--- config.mk ---
export PLATFORM = sky130hd
export DESIGN_NAME = i2c_addr_match
export DESIGN_NICKNAME = d
export VERILOG_FILES = /design/src/rtl/i2c_am_pkg.sv /design/src/rtl/i2c_am_cond.sv /design/src/rtl/i2c_am_shifter.sv /design/src/rtl/i2c_am_judge.sv /design/src/rtl/i2c_addr_match.sv
export SDC_FILE = /design/constraint.sdc
export NUM_CORES = 1
export LEC_CHECK = 0
export BUFFER_PORTS_ARGS = -buffer_cell sky130_fd_sc_hd__buf_4
export CAP_MARGIN = 20
export CORE_MARGIN = 2
export CORE_UTILIZATION = 48
export CTS_BUF_LIST = sky130_fd_sc_hd__clkbuf_8 sky130_fd_sc_hd__clkbuf_16
export DETAILED_ROUTE_END_ITERATION = 16
export PLACE_DENSITY = 0.76
export SLEW_MARGIN = 20
export SYNTH_ARGS = -nofsm -noshare
export SYNTH_HDL_FRONTEND = slang
export SYNTH_SLANG_ARGS = --single-unit
--- constraint.sdc ---
create_clock -name clk -period 1.7 [get_ports clk]
set_clock_uncertainty 0.05 [all_clocks]
set_input_delay 0.34 -clock clk [delete_from_list [all_inputs] [get_ports clk]]
set_output_delay 0.34 -clock clk [all_outputs]
set_load 0.005 [all_outputs]
--- src/rtl/i2c_am_pkg.sv ---
package i2c_am_pkg;

   localparam int FRAME_BITS = 8;
   localparam int ADDR_W     = 10;
   localparam logic [4:0] HDR10 = 5'b11110;

   typedef enum logic [1:0] {
      ST_IDLE,
      ST_FIRST,
      ST_SECOND,
      ST_HOLD
   } am_state_t;

   function automatic logic rsv7(input logic [6:0] a);
      return (a[6:3] == 4'b0000) || (a[6:3] == 4'b1111);
   endfunction

endpackage

--- src/rtl/i2c_am_cond.sv ---
module i2c_am_cond (
   input  logic clk,
   input  logic rst_n,
   input  logic scl_i,
   input  logic sda_i,
   output logic scl_rise,
   output logic scl_fall,
   output logic start_det,
   output logic stop_det
);

   logic scl_q, sda_q;

   always_ff @(posedge clk or negedge rst_n) begin
      if (!rst_n) begin
         scl_q <= 1'b1;
         sda_q <= 1'b1;
      end else begin
         scl_q <= scl_i;
         sda_q <= sda_i;
      end
   end

   assign scl_rise  = scl_i & ~scl_q;
   assign scl_fall  = ~scl_i & scl_q;
   assign start_det = scl_i & scl_q & sda_q & ~sda_i;
   assign stop_det  = scl_i & scl_q & ~sda_q & sda_i;

endmodule

--- src/rtl/i2c_am_shifter.sv ---
module i2c_am_shifter #(
   parameter int BITS = 8
) (
   input  logic            clk,
   input  logic            rst_n,
   input  logic            clear,
   input  logic            shift_en,
   input  logic            sda_i,
   output logic            byte_full,
   output logic [BITS-1:0] byte_val,
   output logic            ninth_high
);

   localparam int CW = $clog2(BITS + 2);

   generate
      if (BITS < 3) begin : g_bad_bits
         $error("i2c_am_shifter: BITS must be at least 3");
      end
   endgenerate

   logic [CW-1:0]   cnt;
   logic [BITS-2:0] sr;

   always_ff @(posedge clk or negedge rst_n) begin
      if (!rst_n) begin
         cnt <= '0;
         sr  <= '0;
      end else if (clear) begin
         cnt <= '0;
      end else if (shift_en && cnt <= CW'(BITS)) begin
         cnt <= cnt + 1'b1;
         if (cnt < CW'(BITS - 1))
            sr <= {sr[BITS-3:0], sda_i};
      end
   end

   assign byte_full  = shift_en && (cnt == CW'(BITS - 1));
   assign byte_val   = {sr, sda_i};
   assign ninth_high = (cnt == CW'(BITS + 1));

endmodule

--- src/rtl/i2c_am_judge.sv ---
module i2c_am_judge
   import i2c_am_pkg::*;
#(
   parameter bit TEN_BIT_SUPPORT = 1'b1,
   parameter bit MASK_EN         = 1'b1
) (
   input  logic [FRAME_BITS-1:0] byte_i,
   input  logic                  second_i,
   input  logic [ADDR_W-1:0]     own_i,
   input  logic [ADDR_W-1:0]     mask_i,
   input  logic                  gc_en_i,
   input  logic                  ten_bit_i,
   input  logic                  ten_sel_i,
   output logic                  ack,
   output logic                  gc,
   output logic                  rw,
   output logic                  more
);

   logic [ADDR_W-1:0] mk;
   logic              ten_mode;

   generate
      if (MASK_EN) begin : g_mask
         assign mk = mask_i;
      end else begin : g_nomask
         assign mk = '0;
      end
      if (TEN_BIT_SUPPORT) begin : g_ten
         assign ten_mode = ten_bit_i;
      end else begin : g_seven
         assign ten_mode = 1'b0;
      end
   endgenerate

   logic [6:0] addr7;
   logic       r_bit, is_gc, hdr_ok, m7, m10hi, m10lo;

   assign addr7  = byte_i[7:1];
   assign r_bit  = byte_i[0];
   assign is_gc  = (addr7 == 7'd0) && !r_bit;
   assign hdr_ok = (addr7[6:2] == HDR10);
   assign m7     = ((addr7 ^ own_i[6:0]) & ~mk[6:0]) == 7'd0;
   assign m10hi  = ((addr7[1:0] ^ own_i[9:8]) & ~mk[9:8]) == 2'd0;
   assign m10lo  = ((byte_i ^ own_i[7:0]) & ~mk[7:0]) == 8'd0;

   always_comb begin
      ack  = 1'b0;
      gc   = 1'b0;
      more = 1'b0;
      rw   = r_bit;
      if (second_i) begin
         ack = m10lo;
         rw  = 1'b0;
      end else if (is_gc) begin
         ack = gc_en_i;
         gc  = gc_en_i;
      end else if (ten_mode) begin
         if (hdr_ok && m10hi) begin
            if (r_bit) begin
               ack = ten_sel_i;
            end else begin
               ack  = 1'b1;
               more = 1'b1;
            end
         end
      end else if (!rsv7(addr7)) begin
         ack = m7;
      end
   end

endmodule

--- src/rtl/i2c_addr_match.sv ---
module i2c_addr_match
   import i2c_am_pkg::*;
#(
   parameter bit TEN_BIT_SUPPORT = 1'b1,
   parameter bit MASK_EN         = 1'b1
) (
   input  logic              clk,
   input  logic              rst_n,
   input  logic              scl_i,
   input  logic              sda_i,
   input  logic [ADDR_W-1:0] cfg_own_addr,
   input  logic [ADDR_W-1:0] cfg_mask,
   input  logic              cfg_gc_en,
   input  logic              cfg_ten_bit,
   output logic              ack_o,
   output logic              hit_o,
   output logic              gcall_o,
   output logic              rw_o
);

   logic scl_rise, scl_fall, start_det, stop_det;
   logic byte_full, ninth_high, ack_end, shift_en, sh_clear;
   logic [FRAME_BITS-1:0] byte_val;
   logic j_ack, j_gc, j_rw, j_more;

   am_state_t state;
   logic ack_q, hit_q, gc_q, rw_q, more_q, ten_sel_q;

   i2c_am_cond u_cond (
      .clk(clk), .rst_n(rst_n), .scl_i(scl_i), .sda_i(sda_i),
      .scl_rise(scl_rise), .scl_fall(scl_fall),
      .start_det(start_det), .stop_det(stop_det)
   );

   assign shift_en = scl_rise && (state == ST_FIRST || state == ST_SECOND);
   assign ack_end  = scl_fall && ninth_high &&
                     (state == ST_FIRST || state == ST_SECOND);
   assign sh_clear = start_det | stop_det | ack_end;

   i2c_am_shifter #(.BITS(FRAME_BITS)) u_shift (
      .clk(clk), .rst_n(rst_n), .clear(sh_clear), .shift_en(shift_en),
      .sda_i(sda_i), .byte_full(byte_full), .byte_val(byte_val),
      .ninth_high(ninth_high)
   );

   i2c_am_judge #(
      .TEN_BIT_SUPPORT(TEN_BIT_SUPPORT),
      .MASK_EN(MASK_EN)
   ) u_judge (
      .byte_i(byte_val), .second_i(state == ST_SECOND),
      .own_i(cfg_own_addr), .mask_i(cfg_mask), .gc_en_i(cfg_gc_en),
      .ten_bit_i(cfg_ten_bit), .ten_sel_i(ten_sel_q),
      .ack(j_ack), .gc(j_gc), .rw(j_rw), .more(j_more)
   );

   always_ff @(posedge clk or negedge rst_n) begin
      if (!rst_n) begin
         state     <= ST_IDLE;
         ack_q     <= 1'b0;
         hit_q     <= 1'b0;
         gc_q      <= 1'b0;
         rw_q      <= 1'b0;
         more_q    <= 1'b0;
         ten_sel_q <= 1'b0;
      end else begin
         hit_q <= 1'b0;
         gc_q  <= 1'b0;
         if (stop_det) begin
            state     <= ST_IDLE;
            ack_q     <= 1'b0;
            more_q    <= 1'b0;
            ten_sel_q <= 1'b0;
         end else if (start_det) begin
            state  <= ST_FIRST;
            ack_q  <= 1'b0;
            more_q <= 1'b0;
         end else if (state == ST_FIRST || state == ST_SECOND) begin
            if (byte_full) begin
               ack_q  <= j_ack;
               hit_q  <= j_ack;
               gc_q   <= j_ack & j_gc;
               more_q <= j_ack & j_more;
               if (j_ack)
                  rw_q <= j_rw;
               if (j_ack && state == ST_SECOND)
                  ten_sel_q <= 1'b1;
            end
            if (ack_end) begin
               ack_q <= 1'b0;
               state <= more_q ? ST_SECOND : ST_HOLD;
            end
         end
      end
   end

   assign ack_o   = ack_q;
   assign hit_o   = hit_q;
   assign gcall_o = gc_q;
   assign rw_o    = rw_q;

endmodule

### Word level (Yosys, flattened, before mapping)

Index checks and enable logic that the tools add are counted.

* flip-flop bits (word level): 21
* latch bits: 0
* bits in writable memories: 0
* memory bits (read-only): 0
* bits of input ports: 26
* output and inout bits: 4
* logic and storage cells: 121
* memories: 0

* add/sub/neg operators: 1
* $mul: 0
* div/mod/pow operators: 0
* magnitude comparators: 2
* equal/unequal tests: 7
* shift-type cells: 0
* mux-type cells: 43
* bitwise operators: 27
* reduce and logical (&&, ||, !) cells: 30

Operator list (number)
* 1-bit 2-to-1 mux: 37
* 7-bit logical NOT: 2
* 1-bit bitwise AND: 9
* 3-bit nonzero test: 3
* 8-bit bitwise AND: 1
* 4-bit == test (second input constant): 2
* 1-bit logical AND: 8
* 8-bit logical NOT: 1
* 2-bit 2-to-1 mux: 4
* 4-bit 2-to-1 mux: 2
* 8-bit inverter: 1
* 2-bit nonzero test: 4
* 8-bit bitwise XOR: 1
* 7-bit bitwise AND: 1
* 1-bit inverter: 7
* 7-bit inverter: 1
* 7-bit bitwise XOR: 1
* 2-bit AND reduction: 3
* 5-bit == test (second input constant): 1
* 5-bit AND reduction: 1
* 4-bit by 1-bit adder with 4-bit output (second input constant): 1
* 4-bit by 3-bit == test with 1-bit output (second input constant): 1
* 4-bit <= comparator (second input constant): 1
* 4-bit logical NOT: 1
* other kinds (14): 16

### Logic depth before layout (Yosys ltp)

Gate-level depths: netlist of run 1.

* word-level depth: 14
* mapped depth: 7
* gate-level depth less buffers: 7

### Modules after synthesis

From an unflattened synthesis of run 1, not the netlist that was laid out.

* cells, all modules: 122
* area total of the unflattened synthesis: 1306.3 um2

By module, submodules not included
* i2c_am_shifter: times used 1, cells each 43, area an instance 540.5 um2, seq. area each 275.3 um2
* i2c_addr_match: times used 1, cells each 30, area an instance 376.6 um2, seq. area each 200.2 um2
* i2c_am_judge: times used 1, cells each 43, area an instance 304.0 um2, seq. area each 0.0 um2
* i2c_am_cond: times used 1, cells each 6, area an instance 85.1 um2, seq. area each 52.6 um2

### Worst setup path after synthesis of run 1

Ideal clock, no wire load.

* path kind: register to register
* from: register state[0]
* to: register more_q
* setup time: 0.066 ns
* arrival: 1.732 ns
* data required time: 1.584 ns
* slack: -0.148 ns
* stages on the path, launching flop included: 8
* period minus slack after synthesis: 1.848 ns
* path through: dfrtp_1 inv_1 ha_1 or3b_4 nor2_2 nand3_2 a2111oi_1 a31o_1

* cells in the longest elaborated chain, start to end: 7

Ends and longest elaborated chain
* start: declaration: line i2c_addr_match.sv:26 `am_state_t state;`
* start signal: assignment: line i2c_addr_match.sv:90 `state <= more_q ? ST_SECOND : ST_HOLD;`
* 2-bit == test: line i2c_addr_match.sv:35, i2c_addr_match.sv:50, i2c_addr_match.sv:77
* 1-bit 2-to-1 mux: line i2c_am_judge.sv:52 `if (second_i) begin`
* 1-bit bitwise AND: line i2c_addr_match.sv:82 `more_q <= j_ack & j_more;`
* 1-bit 2-to-1 mux: line i2c_addr_match.sv:78 `if (byte_full) begin`
* 1-bit 2-to-1 mux: line i2c_addr_match.sv:77 `end else if (state == ST_FIRST || state == ST_SECOND) begin`
* 1-bit 2-to-1 mux: line i2c_addr_match.sv:73 `end else if (start_det) begin`
* 1-bit 2-to-1 mux: line i2c_addr_match.sv:68 `if (stop_det) begin`
* end signal: assignment: line i2c_addr_match.sv:82
* end: declaration: line i2c_addr_match.sv:27 `logic ack_q, hit_q, gc_q, rw_q, more_q, ten_sel_q;`

Several ways; a longest one is shown, not always the timed one. The select of a mux whose other input is x is not followed.
A chain may end at the register's enable or synchronous reset.

### Worst setup path in the final report of run 1

Same ends and word-level chain as after synthesis.

==> results of run 1 <==
## sequential cells by signal (all words and copies together), names as in the netlist
signal and flops:
ten_sel_q 1, hit_o 1, more_q 1, u_cond.sda_q 1, rw_o 1, ack_o 1, u_shift.cnt 4, u_shift.sr 7
gcall_o 1, state 2, u_cond.scl_q 1
## stage by stage
step	hold WS [ps]	util [%]	worst slack [ps]	std cells	cell area, µm²
floorplan	-5.59	-	-102	129	1320
global placement	183	67.4	-156	204	1700
detailed placement	187	67.4	-231	204	1700
CTS	261	72.2	-207	212	1820
global route	268	77.3	-296	214	1950
finish	263	77.3	-240	214	1950
## cells by family after synthesis
group	after synthesis	synth area share, %
AOI/OAI and AO/OA	23	12.9
xor gates and xnor gates	19	13.3
adders and majority gates	4	3.84
buffers and inverters	12	3.84
DFF	21	40.5
muxes	7	6.04
and+or+nand+nor	43	19.6
## worst max-delay path, cell delays in order (launching register included)
cell,delay [ps]
dfrtp_1,400
inv_2,80
ha_4,200
or3b_4,400
nor2_4,140
nand3_4,110
a2111oi_4,320
a31o_1,170
## worst min path at each step
stage / endpoint / from / cells after the start / slack, ps
2_1_floorplan: ack_o$_DFFE_PN0P_ / rst_n / 0 / -6
3_3_place_gp: u_shift.cnt[3]$_DFFE_PN0P_ / rst_n / 1 / 180
3_5_place_dp: u_shift.cnt[0]$_DFFE_PN0P_ / rst_n / 1 / 190
4_1_cts: u_cond.scl_q$_DFF_PN1_ / scl_i / 2 / 260
5_1_grt: u_cond.scl_q$_DFF_PN1_ / scl_i / 2 / 270
6_report: u_cond.scl_q$_DFF_PN1_ / scl_i / 2 / 260
## area by class of cell
| cell class | instances | area, µm² |
|---|---|---|
| Clock buffer | 3 | 41.3 |
| Tap cell | 30 | 37.5 |
| Fill cell | 161 | 572 |
| Timing Repair Buffer | 55 | 427 |
| Inverter | 8 | 30.0 |
| Multi-Input combinational cell | 96 | 878 |
| Clock inverter | 1 | 7.51 |
| Sequential cell | 21 | 529 |
## synthesized netlist by cell type, types with 2 or more instances
master	instances	area, µm²
dfrtp_1	19	475
xnor2_1	14	123
inv_1	8	30.0
nand2_1	8	30.0
mux2_2	7	78.8
nor2_1	7	26.3
nand3_1	6	30.0
o22ai_1	5	31.3
buf_2	4	20.0
ha_1	4	50.1
nor3_1	4	20.0
xor2_1	4	35.0
a21oi_1	3	15.0
o21ai_0	3	15.0
and3_1	2	12.5
dfstp_2	2	52.6
nand2b_1	2	12.5
nand3b_1	2	15.0
nor4_1	2	12.5
o22a_1	2	17.5
## layer usage
layer  up-vias  track usage, %  wire length, µm
met5         -               0                0
li1        574               -                -
met2        36            38.2             1940
met1       581            29.6             1590
met4         0            13.3               66
met3         8            6.28              195
## where the power goes
group | leakage, nW | switching [mW] | total (mW) | internal [mW]
Combinational | 0.581 | 0.466 | 1.09 | 0.622
Sequential | 0.259 | 0.220 | 0.842 | 0.622
Clock | 0.0217 | 0.176 | 0.342 | 0.166
Total | 0.862 | 0.861 | 2.27 | 1.41
## timing repair
action / in CTS / in global routing
endpoints found under the hold margin: 19 / 0
setup endpoints to repair: 16 / 19
hold buffers: 1 / 0
setup buffers: 3 / 2
gates resized for setup: 7 / 20
pin swaps: 5 / 5
==> metrics.csv, run 1 <==
stage,metric,value,unit
clock_tree,cts_sinks,21,
power,p_leak,0.862,nW
finish,num_antenna_cells,0,
finish,drive_gt1_share,49.5,%
timing,worst_pin_slew,353,ps
power,ir_worst_vdd,1090,µV
setup_path,required,1850,ps
finish,layout.nets,215,
drt,drt-initial-drc-count,65,
grt,track_usage,24.1,%
die,die_x,56.1,µm
drt,routed_wirelength,3.79,mm
synth,syn_inst,129,
die,num_rows,18,
synth,synth_area,0.00131,mm²
die,core_region_area,0.00252,mm²
setup_path,r2r_setup_slack,-240,ps
setup_path,arrival,2090,ps
grt,grt_max_degree,22,
timing,min_period,1940,ps
timing,max_freq,0.515,GHz
finish,most-common-layout-cells,"51 x buf_4, 18 x dfrtp_1, 12 x xnor2_1",
synth,synth_cell_types,41,
clock_tree,clkSlewWorstSetupHoldPaths,80,ps
finish,final_common_cell,buf_4,
timing,min_period_over_period,114,%
placement,gp_congestion,0.934,
timing,fin_ws,-240,ps
finish,syn2layout_area_growth,49.5,%
timing,rsz0062_at_grt,yes,
synth,ys.flop_type,dfrtp_1,
grt,overflow,0,
die,start_util,51.7,%
setup_path,worstSetupPathType,register to register,
timing,finalMaxSlewViolations,0,
setup_path,critPathCapture,more_q$_DFFE_PN0P_,
grt,antenna_found_initial,0,
synth,yosysSeqAreaShare,40.5,%
setup_path,r2r_cells,7,
placement,port_buffers,29,
synth,yosys_warnings,0,
drt,drc_errors,0,
run_status,failed_checks,negative setup slack,
timing,fin_setup_tns,-2150,ps
setup_path,crit_start,state[0]$_DFFE_PN0P_,
grt,grt_pass1_wl,5.84,mm
run,drv_cap,0,
power,powerDensity,1160,mW/mm²
clock_tree,cts_buffers,3,
setup_path,rr_startpoint,state[0]$_DFFE_PN0P_,
setup_path,path_max_fanout,3,
timing,hold_viol_final,0,
drt,via_per_inst,5.60,
power,power,2.27,mW
synth,synthArstFlopShare,100,%
timing,final-setup-viol-count,15,
setup_path,crit_path_end_kind,register,
drt,routedWlPerCell,17.7,µm
drt,route.vias.total,1199,
clock_tree,insertion_delay,270,ps
synth,synth_nets,159,
die,pin_count,30,
clock_tree,cts_tree,yes,
run_status,status,"finished, violations left",
drt,first_pass_iters,4,
die,fp.dieH,56.1,µm
synth,avgSynthCellArea,10.1,µm²
die,die_area,0.00315,mm²
min_path,hp-class,input port to register,
clock_tree,cts_root_buf,clkbuf_8,
setup_path,cp-start-kind,register,
synth,synth-seq-cells,21,
drt,ant_nets,0,
placement,hpwl,2.49,mm
synth,synth_edf_count,0,
timing,slew-limit-headroom,76.4,%
setup_path,r2r-end,more_q$_DFFE_PN0P_,
clock_tree,htree_levels,1,
grt,grt_pass1_vias,1298,
clock_tree,clock_path_buffers,2,
Power figures use the tool's default switching activity.
==> run 2: changes to the inputs <==
RECOVER_POWER = 50   (was default)
==> run 2 against run 1 <==
Effect of this change:
- the flow still finishes with violations (negative setup slack)
- die area unchanged
- critical path depth unchanged
- first-iteration DRC count unchanged
- final cell count unchanged
- design area decreased by 0.32%
- sequential power about the same
- register-to-register slack about the same
- clock power about the same
- worst hold slack improved by 0.72 ps
- power decreased by 0.12%
- via count increased by 0.17%
- setup slack improved by 0.90 ps
- critical path type unchanged
- critical endpoint unchanged
- largest cell class unchanged
==> metrics.csv, run 2 (synthesized netlist as in run 1, its figures left out) <==
stage,metric,value,unit
timing,final-setup-viol-count,15,
clock_tree,clkSlewWorstSetupHoldPaths,80,ps
die,core_region_area,0.00252,mm²
clock_tree,clock_path_buffers,2,
finish,drive_gt1_share,48.9,%
placement,postPlaceCellArea,0.00170,mm²
timing,min_period_over_period,114,%
finish,fillers,162,
grt,overflow,0,
clock_tree,insertion_delay,270,ps
die,pin_count,30,
setup_path,r2r_cells,7,
placement,hpwl,2.49,mm
setup_path,crit_family,simple AND/OR/NAND/NOR gates,
clock_tree,htree_levels,1,
die,num_rows,18,
die,die_area,0.00315,mm²
run,drv_cap,0,
run_status,failed_checks,negative setup slack,
die,die_x,56.1,µm
grt,grt_pass1_vias,1298,
timing,slew-limit-headroom,64.6,%
setup_path,r2r_setup_slack,-240,ps
finish,regMostFlops,u_shift.sr,
timing,fin_ws,-239,ps
timing,rsz0062_at_grt,yes,
clock_tree,cts_root_buf,clkbuf_8,
setup_path,rr_startpoint,state[0]$_DFFE_PN0P_,
finish,largest_reg_flops,7,
min_path,hp-class,input port to register,
power,powerDensity,1170,mW/mm²
finish,multiInputGateArea,878,µm²
finish,num_antenna_cells,0,
timing,finalMaxSlewViolations,0,
setup_path,path_buf_inv,1,
drt,routedWlPerCell,17.7,µm
grt,track_usage,24.1,%
placement,pre_cts_ws,-231,ps
grt,antenna_found_initial,0,
setup_path,path_max_fanout,3,
timing,max_freq,0.516,GHz
power,p_leak,0.858,nW
die,fp.dieH,56.1,µm
finish,layout.nets,215,
grt,grt_max_degree,22,
setup_path,worstSetupPathType,register to register,
min_path,hp-start,scl_i,
finish,syn2layout_area_growth,49.0,%
finish,seqCellArea,529,µm²
drt,drt-initial-drc-count,65,
setup_path,required,1850,ps
setup_path,crit_path_cell_trace,inv_2 > ha_4 > or3b_4 > nor2_4 > nand3_4 > a2111oi_4 > a31o_1,
finish,reg_top3,"u_shift.sr: 7 flops, u_shift.cnt: 4 flops, state: 2 flops",
placement,gp_congestion,0.934,
die,start_util,51.7,%
drt,via_per_inst,5.61,
setup_path,r2r-end,more_q$_DFFE_PN0P_,
timing,worst_pin_slew,531,ps
setup_path,cp_slowest_stage_delay,400,ps
clock_tree,cts_tree,yes,
min_path,hold_depth,2,
finish,final_cell_area,0.00194,mm²
grt,grt_pass1_wl,5.84,mm
clock_tree,cts_sinks,21,
drt,routed_wirelength,3.79,mm
setup_path,arrival,2090,ps
clock_tree,cts_buffers,3,
drt,drc_errors,0,
drt,route.vias.total,1201,
timing,hold_viol_final,0,
setup_path,crit_path_end_kind,register,
run_status,status,"finished, violations left",
timing,fin_setup_tns,-2160,ps
placement,port_buffers,29,
timing,min_period,1940,ps
finish,fin_util,77.1,%
finish,most-common-layout-cells,"49 x buf_4, 18 x dfrtp_1, 12 x xnor2_1",
power,ir_worst_vdd,1080,µV
setup_path,crit_path_top_delay_cell,dfrtp_1,
setup_path,cp-start-kind,register,
min_path,whs_endpoint,u_cond.scl_q$_DFF_PN1_,
drt,first_pass_iters,4,
drt,ant_nets,0,
finish,final_common_cell,buf_4,
run 2: cell count changes in the layout (fill, tap and decap cells not counted), sizes merged:
cell    previous run  this run
clkbuf             3         5
buf               54        52
run 2: final cells by class:
cell class / instances / area share (%)
multi-input cells: 96 / 45.2
inverters: 8 / 1.54
flip-flops and latches: 21 / 27.2
repair buffers: 55 / 21.6
well taps: 30 / 1.93
clock inverters: 1 / 0.386
clock buffers: 3 / 2.12
run 2: how the worst max path moves through the flow:
stage | endpoint | cells past startpoint | from
floorplan | more_q$_DFFE_PN0P_ | 7 | state[0]$_DFFE_PN0P_
global placement | u_shift.sr[1]$_DFFE_PN0P_ | 6 | state[0]$_DFFE_PN0P_
detailed placement | more_q$_DFFE_PN0P_ | 7 | state[0]$_DFFE_PN0P_
CTS | more_q$_DFFE_PN0P_ | 7 | state[0]$_DFFE_PN0P_
global route | more_q$_DFFE_PN0P_ | 7 | state[0]$_DFFE_PN0P_
finish | more_q$_DFFE_PN0P_ | 7 | state[0]$_DFFE_PN0P_
run 2: timing repair:
action                     4_1_cts  5_1_grt
resized for setup                7       20
hold buffers                     1        0
pin swaps                        5        5
hold endpoints to repair        19        0
setup buffers                    3        2
setup endpoints to repair       16       19
run 2: per-stage QoR:
step / cells / hold WS, ps / total power [mW]
final: 214 / 263 / 2.27
after global routing: 214 / 268 / 2.41
after floorplan: 129 / -5.59 / 1.30
after global placement: 204 / 183 / 1.64
after CTS: 212 / 261 / 2.07
after detailed placement: 204 / 187 / 1.68
run 2: per-layer routing:
layer,share of wire (%),global-route usage (%),vias up
met5,0,0,-
met4,1.7,13.3,0
met3,5.1,6.28,8
met2,51,38.2,36
met1,42,29.6,583
li1,-,-,574
run 2: power by group:
part	internal [mW]	switching, mW	total, mW	leakage [nW]
Combinational	0.620	0.466	1.09	0.577
Sequential	0.622	0.220	0.842	0.259
Clock	0.166	0.175	0.341	0.0217
